**src/rtl/dmars_pkg.sv**
```systemverilog
package dmars_pkg;
  localparam int unsigned CHUNK_W = 9;

  typedef enum logic [1:0] {
    SZ_64   = 2'd0,
    SZ_128  = 2'd1,
    SZ_256  = 2'd2,
    SZ_256X = 2'd3
  } chunk_sel_e;

  function automatic logic [CHUNK_W-1:0] chunk_bytes(input logic [1:0] sel);
    case (chunk_sel_e'(sel))
      SZ_64:   return CHUNK_W'(64);
      SZ_128:  return CHUNK_W'(128);
      default: return CHUNK_W'(256);
    endcase
  endfunction
endpackage

```
**src/rtl/dmars_chunk_calc.sv**
```systemverilog
module dmars_chunk_calc
  import dmars_pkg::*;
#(
  parameter int unsigned LEN_W = 16
) (
  input  logic [6:0]         addr_lo_i,
  input  logic [LEN_W-1:0]   rem_i,
  input  logic [1:0]         size_sel_i,
  input  logic               split_i,
  output logic [CHUNK_W-1:0] len_o
);
  localparam int unsigned CMP_W = (LEN_W > CHUNK_W) ? LEN_W : CHUNK_W;

  logic               unaligned;
  logic [CHUNK_W-1:0] cap;
  logic [CMP_W-1:0]   rem_x;
  logic [CMP_W-1:0]   cap_x;

  always_comb begin
    unaligned = split_i && (addr_lo_i != 7'd0);
    // unaligned under split: stop at the next 64-byte line
    cap   = unaligned ? (CHUNK_W'(64) - CHUNK_W'(addr_lo_i[5:0]))
                      : chunk_bytes(size_sel_i);
    rem_x = CMP_W'(rem_i);
    cap_x = CMP_W'(cap);
    len_o = (rem_x < cap_x) ? CHUNK_W'(rem_x) : cap;
  end
endmodule

```
**src/rtl/dmars_pend_ctr.sv**
```systemverilog
module dmars_pend_ctr #(
  parameter int unsigned CNT_W    = 4,
  parameter int unsigned MAX_PEND = 12
) (
  input  logic             clk_i,
  input  logic             rst_ni,
  input  logic [CNT_W-1:0] limit_cfg_i,
  input  logic             inc_i,
  input  logic             dec_i,
  output logic [CNT_W-1:0] count_o,
  output logic             room_o
);
  logic [CNT_W-1:0] limit;
  logic             dec_ok;

  always_comb begin
    if (limit_cfg_i == '0)                     limit = CNT_W'(1);
    else if (limit_cfg_i > CNT_W'(MAX_PEND))   limit = CNT_W'(MAX_PEND);
    else                                       limit = limit_cfg_i;
  end

  assign dec_ok = dec_i && (count_o != '0);
  assign room_o = count_o < limit;

  always_ff @(posedge clk_i or negedge rst_ni) begin
    if (!rst_ni) count_o <= '0;
    else begin
      case ({inc_i, dec_ok})
        2'b10:   count_o <= count_o + CNT_W'(1);
        2'b01:   count_o <= count_o - CNT_W'(1);
        default: count_o <= count_o;
      endcase
    end
  end

  a_r6_pend_ceiling: assert property (@(posedge clk_i) disable iff (!rst_ni)
    count_o <= CNT_W'(MAX_PEND));
  a_r6_issue_with_room: assert property (@(posedge clk_i) disable iff (!rst_ni)
    inc_i |-> room_o);
  a_r8_no_underflow: assert property (@(posedge clk_i) disable iff (!rst_ni)
    (count_o == '0) && dec_i && !inc_i |=> count_o == '0);
endmodule

```
**src/rtl/dma_rd_splitter.sv**
```systemverilog
module dma_rd_splitter
  import dmars_pkg::*;
#(
  parameter int unsigned ADDR_W   = 32,
  parameter int unsigned LEN_W    = 16,
  parameter int unsigned PEND_W   = 4,
  parameter int unsigned MAX_PEND = 12
) (
  input  logic               clk_i,
  input  logic               rst_ni,
  input  logic [PEND_W-1:0]  cfg_max_pend_i,
  input  logic [1:0]         cfg_chunk_sel_i,
  input  logic               cfg_split_i,
  input  logic               job_valid_i,
  output logic               job_ready_o,
  input  logic [ADDR_W-1:0]  job_addr_i,
  input  logic [LEN_W-1:0]   job_len_i,
  output logic               req_valid_o,
  input  logic               req_ready_i,
  output logic [ADDR_W-1:0]  req_addr_o,
  output logic [CHUNK_W-1:0] req_len_o,
  input  logic               cpl_i,
  output logic               idle_o
);
  logic              busy_q;
  logic [ADDR_W-1:0] addr_q;
  logic [LEN_W-1:0]  rem_q;
  logic              job_fire;
  logic              req_fire;
  logic              room;
  logic [PEND_W-1:0] pend_cnt;
  logic [CHUNK_W-1:0] chunk;

  dmars_chunk_calc #(.LEN_W(LEN_W)) i_chunk (
    .addr_lo_i  (addr_q[6:0]),
    .rem_i      (rem_q),
    .size_sel_i (cfg_chunk_sel_i),
    .split_i    (cfg_split_i),
    .len_o      (chunk)
  );

  dmars_pend_ctr #(.CNT_W(PEND_W), .MAX_PEND(MAX_PEND)) i_pend (
    .clk_i       (clk_i),
    .rst_ni      (rst_ni),
    .limit_cfg_i (cfg_max_pend_i),
    .inc_i       (req_fire),
    .dec_i       (cpl_i),
    .count_o     (pend_cnt),
    .room_o      (room)
  );

  assign job_ready_o = !busy_q;
  assign job_fire    = job_valid_i && !busy_q;
  assign req_valid_o = busy_q && room;
  assign req_fire    = req_valid_o && req_ready_i;
  assign req_addr_o  = addr_q;
  assign req_len_o   = chunk;
  assign idle_o      = !busy_q && (pend_cnt == '0) && !job_fire;

  always_ff @(posedge clk_i or negedge rst_ni) begin
    if (!rst_ni) begin
      busy_q <= 1'b0;
      addr_q <= '0;
      rem_q  <= '0;
    end else if (job_fire) begin
      busy_q <= (job_len_i != '0);
      addr_q <= job_addr_i;
      rem_q  <= job_len_i;
    end else if (req_fire) begin
      addr_q <= addr_q + ADDR_W'(chunk);
      rem_q  <= rem_q - LEN_W'(chunk);
      if (rem_q == LEN_W'(chunk)) busy_q <= 1'b0;
    end
  end

  a_r11_hold: assert property (@(posedge clk_i) disable iff (!rst_ni)
    req_valid_o && !req_ready_i |=> req_valid_o && $stable(req_addr_o) && $stable(req_len_o));
  a_r3_no_line_cross: assert property (@(posedge clk_i) disable iff (!rst_ni)
    req_valid_o && cfg_split_i && (req_addr_o[6:0] != 7'd0)
      |-> ({3'b000, req_addr_o[5:0]} + req_len_o) <= CHUNK_W'(64));
  a_r2_len_range: assert property (@(posedge clk_i) disable iff (!rst_ni)
    req_valid_o |-> (req_len_o != '0) && (req_len_o <= CHUNK_W'(256)));
  a_r9_idle_quiet: assert property (@(posedge clk_i) disable iff (!rst_ni)
    idle_o |-> !req_valid_o && job_ready_o);
  a_r10_empty_job: assert property (@(posedge clk_i) disable iff (!rst_ni)
    job_valid_i && job_ready_o && (job_len_i == '0) |=> !req_valid_o && job_ready_o);
endmodule

```
**config.mk**
```make
export PLATFORM = sky130hd
export DESIGN_NAME = dma_rd_splitter
export DESIGN_NICKNAME = d
export VERILOG_FILES = /design/src/rtl/dmars_pkg.sv /design/src/rtl/dmars_chunk_calc.sv /design/src/rtl/dmars_pend_ctr.sv /design/src/rtl/dma_rd_splitter.sv
export SDC_FILE = /design/constraint.sdc
export NUM_CORES = 1
export LEC_CHECK = 0
export ABC_CLOCK_PERIOD_IN_PS = 6100
export BUFFER_PORTS_ARGS = -buffer_cell sky130_fd_sc_hd__buf_2
export CORE_MARGIN = 2
export CORE_UTILIZATION = 51
export CTS_BUF_LIST = sky130_fd_sc_hd__clkbuf_8
export DETAILED_ROUTE_END_ITERATION = 10
export HOLD_SLACK_MARGIN = 0.05
export PLACE_DENSITY_LB_ADDON = 0.25
export SLEW_MARGIN = 20
export SYNTH_ARGS = -nofsm -noshare
export SYNTH_HDL_FRONTEND = slang
export SYNTH_SLANG_ARGS = --single-unit
```
**constraint.sdc**
```tcl
create_clock -name clk_i -period 6.1 [get_ports clk_i]
set_input_delay 0.61 -clock clk_i [delete_from_list [all_inputs] [get_ports clk_i]]
set_output_delay 0.61 -clock clk_i [all_outputs]
set_load 0.05 [all_outputs]
```
# == After elaboration in Yosys (flattened, before gate mapping) ==
# Cells that the tools add are included.
# op_classes
reduce_logical,19
order_cmp,3
addsub,5
n_mux,13
eq_ne,4
# ops
operator,n
$mux W32,2
$add A32 B9 Y32,1
$mux W16,2
$mux W9,2
$pmux W9 S2,1
$eq A16 B9 Y1,1
$lt A16 B9 Y1,1
$reduce_bool A16 Y1,1
$sub A16 B9 Y16,1
$logic_not A4 Y1,2
$mux W4,2
$pmux W4 S2,1
$sub A7 B6 Y8 const A,1
$logic_and A1 B1 Y1,7
$reduce_bool A7 Y1,1
$reduce_bool A2 Y1,3
$add A4 B1 Y4 const B,1
$eq A2 B1 Y1 const B,2
$gt A4 B4 Y1 const B,1
$lt A4 B4 Y1,1
$reduce_bool A4 Y1,1
$sub A4 B1 Y4 const B,1
$mux W1,3
$eq A2 B2 Y1 const B,1
3 further kinds,4
# word_totals
output_inout_bits,44
reg_bits,53
elab_cells,48
input_bits,60

# == Depth between registers and ports, before layout ==
# Gate-level depths: netlist of the first run.
# logic_depth
ltp_word,9
mapped_depth,26
depth_no_buf,25

# == Hierarchy ==
# Synthesis of the first run repeated with hierarchy kept, for this count alone.
# hier_totals
hier_cells,498
area_unflattened_um2,4292.9
# modules_own_cells
module,area_each_um2,instances,seq_area_each_um2,cells_per_inst
dma_rd_splitter,3405.8,1,1226.2,394
dmars_chunk_calc,508.0,1,0.0,66
dmars_pend_ctr,379.1,1,100.1,38

# == Worst setup path before layout of the first run ==
# Ideal clock, no wire load.
# synth_timing
path_type,flip-flop to flip-flop
from,"register addr_q[1], in the netlist req_addr_o[1]"
to,"register addr_q[24], in the netlist req_addr_o[24]"
stages_incl_launch_ff,26
t_required_ns,6.018
setup_time_ns,0.082
path_buffers,2
arrival_time_ns,7.232
path_slack_ns,-1.213
period_less_slack_ns,7.313
cell_sequence,dfrtp_1 > inv_1 > ha_1 > or3b_2 > or3_1 > a21oi_1 > inv_1 > ha_1 > and3_1 > a221oi_1 > o2111a_1 > nor2_1 > clkbuf_1 > o21ai_0 > ha_1 > ha_1 > a21oi_1 > o211ai_1 > a41o_1 > a31oi_2 > o31ai_2 > a31oi_2 > or4_1 > buf_2 > or3_1 > a31oi_1
# synth_between
elab_chain_cells,8
word_cells_on_any_way,9
cone_classes,2 x add/sub; 1 x order compare; 4 x mux; 2 x reduce/logical
# synth_lines
element,line_no,rtl
from (decl),dma_rd_splitter.sv:26,logic [ADDR_W-1:0] addr_q;
from (signal assigned),dma_rd_splitter.sv:67,addr_q <= job_addr_i;
from (signal assigned),dma_rd_splitter.sv:70,addr_q <= addr_q + ADDR_W'(chunk);
branches (longest 2 deep; another with $sub A7 B6 Y8),n/a,
$mux W9 *,dmars_chunk_calc.sv:22,cap = unaligned ? (CHUNK_W'(64) - CHUNK_W'(addr_lo_i[5:0]))
$lt A16 B9 Y1,dmars_chunk_calc.sv:26,len_o = (rem_x < cap_x) ? CHUNK_W'(rem_x) : cap;
$mux W9 *,dmars_chunk_calc.sv:26,
via req_len_o[0],dma_rd_splitter.sv:21,"output logic [CHUNK_W-1:0] req_len_o,"
$add A32 B9 Y32 *,dma_rd_splitter.sv:70,
$mux W32 *,dma_rd_splitter.sv:69,end else if (req_fire) begin
$mux W32 *,dma_rd_splitter.sv:65,end else if (job_fire) begin
# Mark *: on every way through the listed nets, which the timed path passes. The select of a mux whose other input is x is not followed.
# A chain may end at the register's enable or synchronous reset.

# == Worst setup path after layout of the first run ==
# layout_timing
from,"register addr_q[1], in the netlist req_addr_o[1]"
to,"register addr_q[28], in the netlist req_addr_o[28]"
# layout_between
elab_chain_cells,8
word_cells_on_any_way,9
cone_classes,2 x add/sub; 1 x order compare; 4 x mux; 2 x reduce/logical
# layout_lines
element,line_no
branches (longest 5 deep; another with $lt A16 B9 Y1),n/a
$add A32 B9 Y32 *,dma_rd_splitter.sv:70
$mux W32 *,dma_rd_splitter.sv:69
$mux W32 *,dma_rd_splitter.sv:65
# Mark *: on every way between the ends. The select of a mux whose other input is x is not followed.

==> summary.txt, run 1 <==
Register-to-Register Setup Slack: 0.23 ns
Synthesized Nets: 673
Core Footprint: 8810 um2
fin crit period: 5.87 ns
Peak VDD IR: 289 uV
kind of cell adding the most delay to the critical path: compound AO/OA/AOI/OAI gates
vias in the first global route: 4,808
clk_lat worst skew: 0.32 ns
Clock Sinks: 53
EDFF count, synth: 0
relative slew slack: 31.2%
switching pwr: 0.00195 W
Startpoint Class: flip-flop
antenna-violating nets left: 0
max incr delay on CP: 0.45 ns
FFs w/ async S/R, synth: 100%
1st-iter DRT viols: 211
die height: 99.6 um
H-tree levels: 2
Clock transition at path regs: 0.12 ns
drt via density: 6.19
Wirelength per Cell: 17.6 um
final period utilization: 96.2%
PD cells: 620 nW/um2
Overflow after GRT: 0
Worst Tran Pin Value: 1.03 ns
Critical Path RT: 6.30 ns
Clk Tree Root Cell: clkbuf_8
final setup fails: 0
starting density of the core: 52.9%
Comb pwr share: 71.2%
area grow syn2layout: 19.4%
Gate Count Post-Synth: 589
TritonCTS clock tree: yes
routed vias: 4,960
WHS: 0.412 ns
Int Power: 0.00150 W
final wirelength: 14,100 um
Mean Syn Cell Area: 7.92 um2
io pins: 104
hold crit path type: input port to async pin
die width: 99.6 um
# diodes: 0
final hold viol count: 0
Buf/Inv on CP: 3
CP Cell Sequence: inv_1, ha_2, or3b_2, or3_1, a21oi_4, inv_1, ha_1, and3_1, a221oi_2, o2111a_2, nor3_1, or2_2, xnor2_1, ha_2, a21oi_1, o211ai_1, a41o_1, a311oi_2, o211ai_1, a31oi_4, buf_4, o41ai_2, o21ai_0, a221o_1
YS warnings: 0
Setup CP Type: flip-flop to flip-flop
HPWL after detailed placement: 10,800 um
total global-route track usage: 28.4%
post-layout net count: 777
sequential share of the synthesized area: 28.4%
port bufs: 103
Reg power frac: 22.8%
CTS Buffer Depth: 2
Distinct cells, synth: 71
Fin Clk Skew: 0.0201 ns
RSZ-0062 raised after global routing: true
Switching Share: 56.5%
Initial DRT Pass Iterations: 5
Syn Std Cell Area: 4660 um2
run status: finished, final reports clean
layout cells sized above 1: 25.8%
max_cap viols: 0
worst path arrival time: 6.07 ns
fin. max-slew vios: 0
critical path's slowest cell: dfrtp_2
pin count of the biggest net entering global routing: 54
antenna violations before repair: 0
Synth Flop Type: dfrtp_1
global-route wire length before repair: 23,100 um
maximum clock frequency: 170 MHz
Hold Buf Count CTS: 0
clock share of power: 6.0%
maximum fanout along the worst path: 9
# fillers: 809
FP Rows: 34
DRC: 0
RePlAce Congestion: 0.960
CP endpoint kind: flip-flop
LEAKAGE: 2.42 nW
Die ar.: 9920 um2
TritonCTS Buffers: 5
total power draw: 0.00345 W
Seq cells post-synth: 53
## worst reg2reg max path, stage by stage, from the launching register on
cell and delay (ns):
dfrtp_2 0.45, inv_1 0.10, ha_2 0.19, or3b_2 0.45, or3_1 0.36, a21oi_4 0.16, inv_1 0.12, ha_1 0.31
and3_1 0.21, a221oi_2 0.32, o2111a_2 0.32, nor3_1 0.09, or2_2 0.34, xnor2_1 0.15, ha_2 0.21, a21oi_1 0.06
o211ai_1 0.15, a41o_1 0.27, a311oi_2 0.08, o211ai_1 0.33, a31oi_4 0.14, buf_4 0.20, o41ai_2 0.29, o21ai_0 0.14
a221o_1 0.31
## power by group through the flow
| stage | combinational [W] | clock [W] | sequential [W] |
|---|---|---|---|
| after floorplan | 0.00151 | 0 | 0.00103 |
| after global placement | 0.00231 | 0 | 0.000778 |
| after detailed placement | 0.00236 | 0 | 0.000787 |
| after CTS | 0.00237 | 0.000210 | 0.000779 |
| after global routing | 0.00269 | 0.000223 | 0.000816 |
| final | 0.00246 | 0.000208 | 0.000787 |
## synthesized netlist by cell type, drive strengths merged (11+ instances only)
| master | instances | area share [%] |
|---|---|---|
| a22oi | 13 | 2.1 |
| ha | 23 | 6.2 |
| nand2 | 69 | 5.6 |
| a31oi | 18 | 2.8 |
| nor2 | 38 | 3.1 |
| dfrtp | 53 | 28 |
| nand3 | 22 | 2.4 |
| o21ai | 51 | 5.5 |
| nor3 | 20 | 2.1 |
| o211ai | 11 | 1.8 |
| xnor2 | 22 | 4.1 |
| a21oi | 30 | 3.4 |
| inv | 31 | 2.5 |
| or4 | 14 | 2.3 |
| o31ai | 11 | 2.0 |
| clkbuf | 26 | 2.1 |
## stage by stage
stage                     cell area [um2]  worst slack, ns  util [%]  cells  setup TNS [ns]
after floorplan                      4700           0.0265         -    589               0
after global placement               5370            0.372      61.0    789               0
after detailed placement             5370            0.195      61.0    789               0
after CTS                            5450           0.0934      61.9    796               0
after global routing                 5570          -0.0367      63.2    801          -0.111
final                                5570            0.229      63.2    801               0
## cell usage in the layout, fill, tap and decap left out, types with 13 or more instances in the layout
cell type and n:
inv_1 30, nand3_1 22, buf_2 103, buf_4 27, o21ai_0 41, ha_1 19
a22oi_1 13, nor2_1 38, dfrtp_1 50, a21oi_1 27, a31oi_1 14, nand2_1 69
nor3_1 20, xnor2_1 22
## layer usage
| layer | share of wire, % | GRT usage, % | wire [um] | vias to the layer above |
|---|---|---|---|---|
| met5 | 0 | 0 | 0 | - |
| met4 | 2.4 | 10.1 | 344 | 0 |
| met3 | 5.7 | 4.01 | 799 | 24 |
| met2 | 47 | 46.8 | 6640 | 170 |
| met1 | 45 | 38.1 | 6280 | 2372 |
| li1 | - | - | - | 2394 |
## area by class of cell
| cell class | instances | area (um2) | share of cell area, % |
|---|---|---|---|
| multi-input cells | 472 | 3180 | 57.2 |
| flip-flops and latches | 53 | 1330 | 23.9 |
| repair buffers | 130 | 718 | 12.9 |
| well taps | 108 | 135 | 2.43 |
| inverters | 31 | 116 | 2.09 |
| clock buffers | 5 | 68.8 | 1.24 |
| clock inverters | 2 | 13.8 | 0.247 |
## cell families (layout without fill, tap and decap cells)
family / count (synthesis) / count (layout) / share of synthesized area, %
adder cells (fa/ha/maj): 29 / 29 / 7.70
XOR/XNOR: 31 / 31 / 5.82
buffers and inverters: 64 / 168 / 5.85
AND/OR/NAND/NOR: 223 / 223 / 24.1
multiplexers: 3 / 3 / 0.644
AO/OA/AOI/OAI: 186 / 186 / 27.4
flip-flops: 53 / 53 / 28.4
## state kept, by name, summed over array words and instances, names as in the netlist
signal	cells
i_pend.count_o	4
rem_q	16
busy_q	1
req_addr_o	32
## worst paths after layout
kind,start,cells past startpoint,endpoint
worst max-delay path,req_addr_o[1],24,req_addr_o[28]
worst min-delay path,rst_ni,2,req_addr_o[24]
worst max register to register,req_addr_o[1],24,req_addr_o[28]
worst min register to register,i_pend.count_o[3],1,i_pend.count_o[3]
max in group asynchronous,rst_ni,2,req_addr_o[0]
min in group clk_i,job_addr_i[16],3,req_addr_o[16]
## what timing repair did
| item | 4_1_cts | 5_1_grt |
|---|---|---|
| endpoints found under the setup margin | 0 | 26 |
| setup buffers | 0 | 5 |
| resized for setup | 0 | 15 |
| hold endpoints to repair | 0 | 0 |
No activity file was read; power rests on OpenSTA's default activity.
==> inputs of run 2 (changes only) <==
- ABC_CLOCK_PERIOD_IN_PS: 6100 -> 7000
- CORE_UTILIZATION: 51 -> 61
- clock period: 6.1 -> 7 ns (I/O delays scaled with it)
==> summary.txt, run 2 (same netlist as run 1, synthesis figures left out) <==
Critical Path RT: 7.23 ns (was 6.30 ns)
relative slew slack: 29.5% (was 31.2%)
RSZ-0062 raised after global routing: false (was true)
clk_lat worst skew: 0.32 ns (about the same)
Seq. cell area: 1330 um2 (about the same)
global-route wire length before repair: 22,700 um (was 23,100 um)
switching pwr: 0.00166 W (was 0.00195 W)
maximum fanout along the worst path: 10 (was 9)
Worst Tran Pin Value: 1.06 ns (was 1.03 ns)
Peak VDD IR: 300 uV (was 289 uV)
setup TNS: 0 ns (unchanged)
hold crit path type: input port to async pin (unchanged)
CTS Buffer Depth: 2 (unchanged)
critical path's slowest cell: or4_1 (was dfrtp_2)
pre-CTS WS: 0.536 ns (was 0.195 ns)
LEAKAGE: 2.32 nW (was 2.42 nW)
antenna violations before repair: 0 (unchanged)
final hold viol count: 0 (unchanged)
Hold Buf Count CTS: 0 (unchanged)
RePlAce Congestion: 0.959 (was 0.960)
max FFs per register: 32 (unchanged)
TritonCTS clock tree: yes (unchanged)
area occupied by multi-input gates: 3080 um2 (was 3180 um2)
routed vias: 4,993 (was 4,960)
run status: finished, final reports clean (unchanged)
Clock Sinks: 53 (unchanged)
Reg power frac: 24.1% (was 22.8%)
Clk Tree Root Cell: clkbuf_8 (unchanged)
Top Metal Used: met4 (unchanged)
final wirelength: 13,600 um (was 14,100 um)
total global-route track usage: 32.6% (was 28.4%)
TritonCTS Buffers: 5 (unchanged)
Switching Share: 57.7% (was 56.5%)
CP Cell Sequence: inv_1, ha_1, or3b_2, or3_1, a21oi_1, inv_1, ha_1, and3_1, a221oi_1, o2111a_1, nor2_1, o21ai_1, ha_1, ha_1, a31oi_1, mux2i_1, a31oi_2, o31ai_2, a31oi_2, buf_4, or4_1, or3_1, a31oi_1 (was inv_1, ha_2, or3b_2, or3_1, a21oi_4, inv_1, ha_1, and3_1, a221oi_2, o2111a_2, nor3_1, or2_2, xnor2_1, ha_2, a21oi_1, o211ai_1, a41o_1, a311oi_2, o211ai_1, a31oi_4, buf_4, o41ai_2, o21ai_0, a221o_1)
worst path arrival time: 6.91 ns (was 6.07 ns)
Initial DRT Pass Iterations: 5 (unchanged)
vias in the first global route: 4,746 (was 4,808)
clock share of power: 6.4% (was 6.0%)
layout cells sized above 1: 21.3% (was 25.8%)
HPWL after detailed placement: 10,100 um (was 10,800 um)
final period utilization: 95.4% (was 96.2%)
met2 routed WL: 6250 um (was 6640 um)
max incr delay on CP: 0.53 ns (was 0.45 ns)
Core Footprint: 7330 um2 (was 8810 um2)
Routed met1 length: 5920 um (was 6280 um)
pin count of the biggest net entering global routing: 55 (was 54)
Setup Fix Bufs, Post-CTS: 0 (unchanged)
Top cell by count, worst path: ha_1
port bufs: 103 (unchanged)
maximum clock frequency: 150 MHz (was 170 MHz)
max_cap viols: 0 (unchanged)
Wirelength per Cell: 17.6 um (about the same)
Buf/Inv on CP: 3 (unchanged)
1st-iter DRT viols: 397 (was 211)
Comb pwr share: 69.5% (was 71.2%)
die width: 91.4 um (was 99.6 um)
commonest non-fill, non-tap cells in the layout: buf_2, nand2_1, dfrtp_1 (unchanged)
Detail Route met3 WL: 1130 um (was 799 um)
Post-CTS Resized: 0 (unchanged)
Clock transition at path regs: 0.10 ns (was 0.12 ns)
DRC: 0 (unchanged)
# diodes: 0 (unchanged)
antenna-violating nets left: 0 (unchanged)
final setup fails: 0 (unchanged)
Fin Clk Skew: 0.0161 ns (was 0.0201 ns)
starting density of the core: 63.6% (was 52.9%)
H-tree levels: 2 (unchanged)
PnR worst setup slack: 0.323 ns (was 0.229 ns)
CP endpoint kind: flip-flop (unchanged)
commonest non-fill, non-tap cell in the layout: buf_2 (unchanged)
# fillers: 612 (was 809)
kind of cell adding the most delay to the critical path: compound AO/OA/AOI/OAI gates (unchanged)
Overflow after GRT: 0 (unchanged)
drt via density: 6.45 (was 6.19)
FP Rows: 31 (was 34)
PD cells: 542 nW/um2 (was 620 nW/um2)
die height: 91.4 um (was 99.6 um)
fin crit period: 6.68 ns (was 5.87 ns)
Int Power: 0.00122 W (was 0.00150 W)
Die ar.: 8360 um2 (was 9920 um2)
Setup CP Type: flip-flop to flip-flop (unchanged)
io pins: 104 (unchanged)
Startpoint Class: flip-flop (unchanged)
fin. max-slew vios: 0 (unchanged)
post-layout net count: 758 (was 777)
area grow syn2layout: 13.9% (was 19.4%)
[run 2: cell count changes in the layout (fill, tap and decap cells not counted), moves of 2 or more]
| cell | delta |
|---|---|
| dfrtp_1 | +3 |
| dfrtp_2 | -3 |
| ha_1 | +4 |
| o41ai_1 | +3 |
| a31oi_4 | -2 |
| ha_2 | -4 |
| o41ai_2 | -3 |
| o21ai_0 | +3 |
| buf_4 | -19 |
[run 2: metal layers]
layer / global-route usage (%) / vias up
met5: 0 / -
met4: 11.1 / 0
met3: 4.90 / 35
met2: 51.9 / 263
met1: 45.1 / 2336
li1: - / 2359
[run 2: worst paths after layout]
kind / from / end / slack, ns / depth (start not counted)
min reg2reg: i_pend.count_o[3] / i_pend.count_o[3] / 0.52 / 1
min in group clk_i: i_pend.count_o[3] / i_pend.count_o[3] / 0.52 / 1
max reg2reg: req_addr_o[1] / req_addr_o[24] / 0.32 / 23
min: rst_ni / req_addr_o[31] / 0.50 / 2
max in group asynchronous: rst_ni / req_addr_o[1] / 6.04 / 2
max: req_addr_o[1] / req_addr_o[24] / 0.32 / 23
[run 2: metrics by stage]
step                utilization (%)  hold WS, ns  instances  instance area [um2]  total power [W]
finish                         72.5        0.496        774                 5310          0.00288
floorplan                         -        0.404        589                 4660          0.00219
global route                   72.5        0.540        774                 5310          0.00309
global placement               71.1        0.495        766                 5210          0.00259
detailed placement             71.1        0.499        766                 5210          0.00265
CTS                            72.3        0.522        774                 5300          0.00284
[run 2: power groups by stage]
stage,combinational [W],clock (W),sequential (W)
after floorplan,0.00129,0,0.000900
after global placement,0.00191,0,0.000677
after detailed placement,0.00196,0,0.000688
after CTS,0.00197,0.000185,0.000683
after global routing,0.00218,0.000196,0.000716
final,0.00200,0.000185,0.000693
[run 2: final cells by class]
| type | instances | share of cell area, % |
|---|---|---|
| clock buffers | 5 | 1.30 |
| clock inverters | 3 | 0.400 |
| inverters | 31 | 2.19 |
| multi-input cells | 472 | 58.0 |
| flip-flops and latches | 53 | 25.0 |
| well taps | 99 | 2.33 |
| repair buffers | 111 | 10.8 |
==> inputs of run 3 (changes only) <==
- CAP_MARGIN: not set -> 20
- CORE_UTILIZATION: 61 -> 60
- SYNTH_HIERARCHICAL: not set -> 1
==> summary.txt, run 3 <==
simple-gate area share of the yosys netlist: 21.2% (was 24.1%)
antenna-violating nets left: 0 (unchanged)
Setup CP Type: flip-flop to flip-flop (unchanged)
Die ar.: 7850 um2 (was 8360 um2)
Clock transition at path regs: 0.11 ns (was 0.10 ns)
adder-cell area share of the yosys netlist: 10.6% (was 7.70%)
CP endpoint kind: flip-flop (unchanged)
Fin Clk Skew: 0.0144 ns (was 0.0161 ns)
RSZ-0062 raised after global routing: false (unchanged)
io pins: 104 (unchanged)
routed vias: 4,281 (was 4,993)
r2r startpoint: req_addr_o[0] (was req_addr_o[1])
Core Footprint: 6870 um2 (was 7330 um2)
largest cells by area after synthesis: dfrtp_1, ha_1, nand2_1 (unchanged)
LEAKAGE: 2.33 nW (was 2.32 nW)
Synthesized Nets: 593 (was 673)
EDFF count, synth: 0 (unchanged)
Setup crit end: req_addr_o[26] (was req_addr_o[24])
vias in the first global route: 3,960 (was 4,746)
combinational family with the most area after synthesis: compound AO/OA/AOI/OAI gates (unchanged)
Syn Std Cell Area: 4290 um2 (was 4660 um2)
antenna violations before repair: 0 (unchanged)
H-tree levels: 2 (unchanged)
post-layout net count: 687 (was 758)
WHS: 0.502 ns (was 0.496 ns)
Peak VDD IR: 273 uV (was 300 uV)
Overflow after GRT: 0 (unchanged)
max incr delay on CP: 0.71 ns (was 0.53 ns)
kind of cell adding the most delay to the critical path: compound AO/OA/AOI/OAI gates (unchanged)
DRC: 0 (unchanged)
Setup Fix Bufs, Post-CTS: 0 (unchanged)
Post-CTS Resized: 0 (unchanged)
fin crit period: 5.60 ns (was 6.68 ns)
global-route wire length before repair: 18,800 um (was 22,700 um)
list of most frequent post-synthesis cells: dfrtp_1, nand2_1, nor2_1 (was nand2_1, dfrtp_1, o21ai_0)
Synth area leader: dfrtp_1 (unchanged)
Clock Sinks: 53 (unchanged)
TritonCTS clock tree: yes (unchanged)
clk_lat worst skew: 0.32 ns (about the same)
run status: finished, final reports clean (unchanged)
Initial DRT Pass Iterations: 6 (was 5)
hold crit path type: input port to async pin (unchanged)
Worst Setup SP: req_addr_o[0] (was req_addr_o[1])
XOR/XNOR share of the synthesized area: 6.73% (was 5.82%)
CP Cell Sequence: inv_1, ha_1, or3b_4, o41a_2, nor3_1, a21oi_1, ha_1, o2111ai_1, nand3_1, a21oi_1, a21oi_2, mux2i_1, fa_1, a21o_1, a221oi_2, o31ai_4, nand2_2, or4_1, a31oi_1 (was inv_1, ha_1, or3b_2, or3_1, a21oi_1, inv_1, ha_1, and3_1, a221oi_1, o2111a_1, nor2_1, o21ai_1, ha_1, ha_1, a31oi_1, mux2i_1, a31oi_2, o31ai_2, a31oi_2, buf_4, or4_1, or3_1, a31oi_1)
FFs w/ async S/R, synth: 100% (unchanged)
mux cell area share after synthesis: 2.74% (was 0.644%)
Seq cells post-synth: 53 (unchanged)
post-route core utilization: 72.2% (was 72.5%)
Synth Flop Type: dfrtp_1 (unchanged)
FF-to-FF path depth: 19 (was 23)
commonest non-fill, non-tap cell in the layout: buf_2 (unchanged)
die width: 88.6 um (was 91.4 um)
Mean Syn Cell Area: 8.62 um2 (was 7.92 um2)
HPWL after detailed placement: 9040 um (was 10,100 um)
Worst Tran Pin Value: 0.732 ns (was 1.06 ns)
YS warnings: 6 (was 0)
maximum fanout along the worst path: 9 (was 10)
max_cap viols: 0 (unchanged)
maximum clock frequency: 178 MHz (was 150 MHz)
die height: 88.6 um (was 91.4 um)
Hold Buf Count CTS: 0 (unchanged)
1st-iter DRT viols: 283 (was 397)
# diodes: 0 (unchanged)
total global-route track usage: 30.7% (was 32.6%)
pin count of the biggest net entering global routing: 54 (was 55)
dpl cells: 681 (was 766)
Gate Count Post-Synth: 498 (was 589)
post-layout instance area: 4960 um2 (was 5310 um2)
FP Rows: 30 (was 31)
TritonCTS Buffers: 5 (unchanged)
layout cells sized above 1: 24.1% (was 21.3%)
Wirelength per Cell: 17.2 um (was 17.6 um)
CTS Buffer Depth: 2 (unchanged)
fin. max-slew vios: 0 (unchanged)
max FFs per register: 32 (unchanged)
final setup fails: 0 (unchanged)
Synth Area in Compound Gates: 23.1% (was 27.4%)
Clk Tree Root Cell: clkbuf_8 (unchanged)
Critical Path RT: 7.24 ns (was 7.23 ns)
relative slew slack: 49.8% (was 29.5%)
share of the synthesized area in the top cell type: 30.9% (was 28.4%)
Reg-to-Reg End: req_addr_o[26] (was req_addr_o[24])
port bufs: 103 (unchanged)
drt via density: 6.21 (was 6.45)
area grow syn2layout: 15.6% (was 13.9%)
final hold viol count: 0 (unchanged)
Register-to-Register Setup Slack: 1.40 ns (was 0.32 ns)
critical path's slowest cell: mux2i_1 (was or4_1)
Distinct cells, synth: 72 (was 71)
worst path arrival time: 5.84 ns (was 6.91 ns)
commonest non-fill, non-tap cells in the layout: buf_2, nand2_1, dfrtp_1 (unchanged)
PD cells: 461 nW/um2 (was 542 nW/um2)
final wirelength: 11,900 um (was 13,600 um)
RePlAce Congestion: 0.955 (was 0.959)
setup TNS: 0 ns (unchanged)
non-filler cells, final: 689 (was 774)
starting density of the core: 62.5% (was 63.6%)
cell depth of the worst setup path: 19 (was 23)
DP Area: 4860 um2 (was 5210 um2)
Startpoint Class: flip-flop (unchanged)
Buf/Inv on CP: 1 (was 3)
sequential share of the synthesized area: 30.9% (was 28.4%)
final period utilization: 80.1% (was 95.4%)
## run 3: cell count changes after synthesis, moves of 8 or more
cell      delta
or4_1       -10
nand2_1     -16
clkbuf_1    -10
ha_1        +10
o21ai_0     -21
xor2_1       +8
nor3_1      -10
## run 3: cell families after synthesis
| group | after synthesis |
|---|---|
| and+or+nand+nor | 181 |
| xor gates and xnor gates | 33 |
| adders and majority gates | 35 |
| DFF | 53 |
| muxes | 11 |
| AOI/OAI and AO/OA | 137 |
| buffers and inverters | 48 |
## run 3: layout make-up
| type | instances | area [um2] |
|---|---|---|
| flip-flops and latches | 53 | 1330 |
| fillers | 573 | 1910 |
| repair buffers | 106 | 538 |
| multi-input cells | 397 | 2770 |
| inverters | 29 | 109 |
| well taps | 96 | 120 |
| clock buffers | 7 | 96.3 |
| clock inverters | 1 | 5.00 |
## run 3: worst min-delay path by stage
| stage | start | slack [ns] | depth (start not counted) | endpoint |
|---|---|---|---|---|
| after global placement | i_pend/count_o[3] | 0.52 | 1 | i_pend/count_o[3] |
| final | rst_ni | 0.50 | 2 | rem_q[12] |
| after floorplan | rst_ni | 0.40 | 0 | busy_q |
| after detailed placement | i_pend/count_o[3] | 0.53 | 1 | i_pend/count_o[3] |
| after global routing | rst_ni | 0.57 | 2 | rem_q[7] |
| after CTS | rst_ni | 0.54 | 2 | rem_q[15] |
## run 3: stage by stage
step	worst slack, ns	total power (W)
after detailed placement	1.41	0.00207
after floorplan	1.24	0.00172
after global routing	1.11	0.00246
final	1.40	0.00229
after CTS	1.41	0.00227
after global placement	1.59	0.00202
## run 3: report_power, final
| part | internal [W] | switching, W |
|---|---|---|
| clock network | 0.0000897 | 0.000104 |
| registers | 0.000411 | 0.000158 |
| logic | 0.000559 | 0.000965 |
| total | 0.00106 | 0.00123 |
## run 3: layer usage
layer  share of wire, %  track usage [%]  up-vias
met4                2.8             10.5        0
met5                  0                0        -
met2                 48             51.6      199
met3                7.0             3.64       31
met1                 42             41.3     2017
li1                   -                -     2034
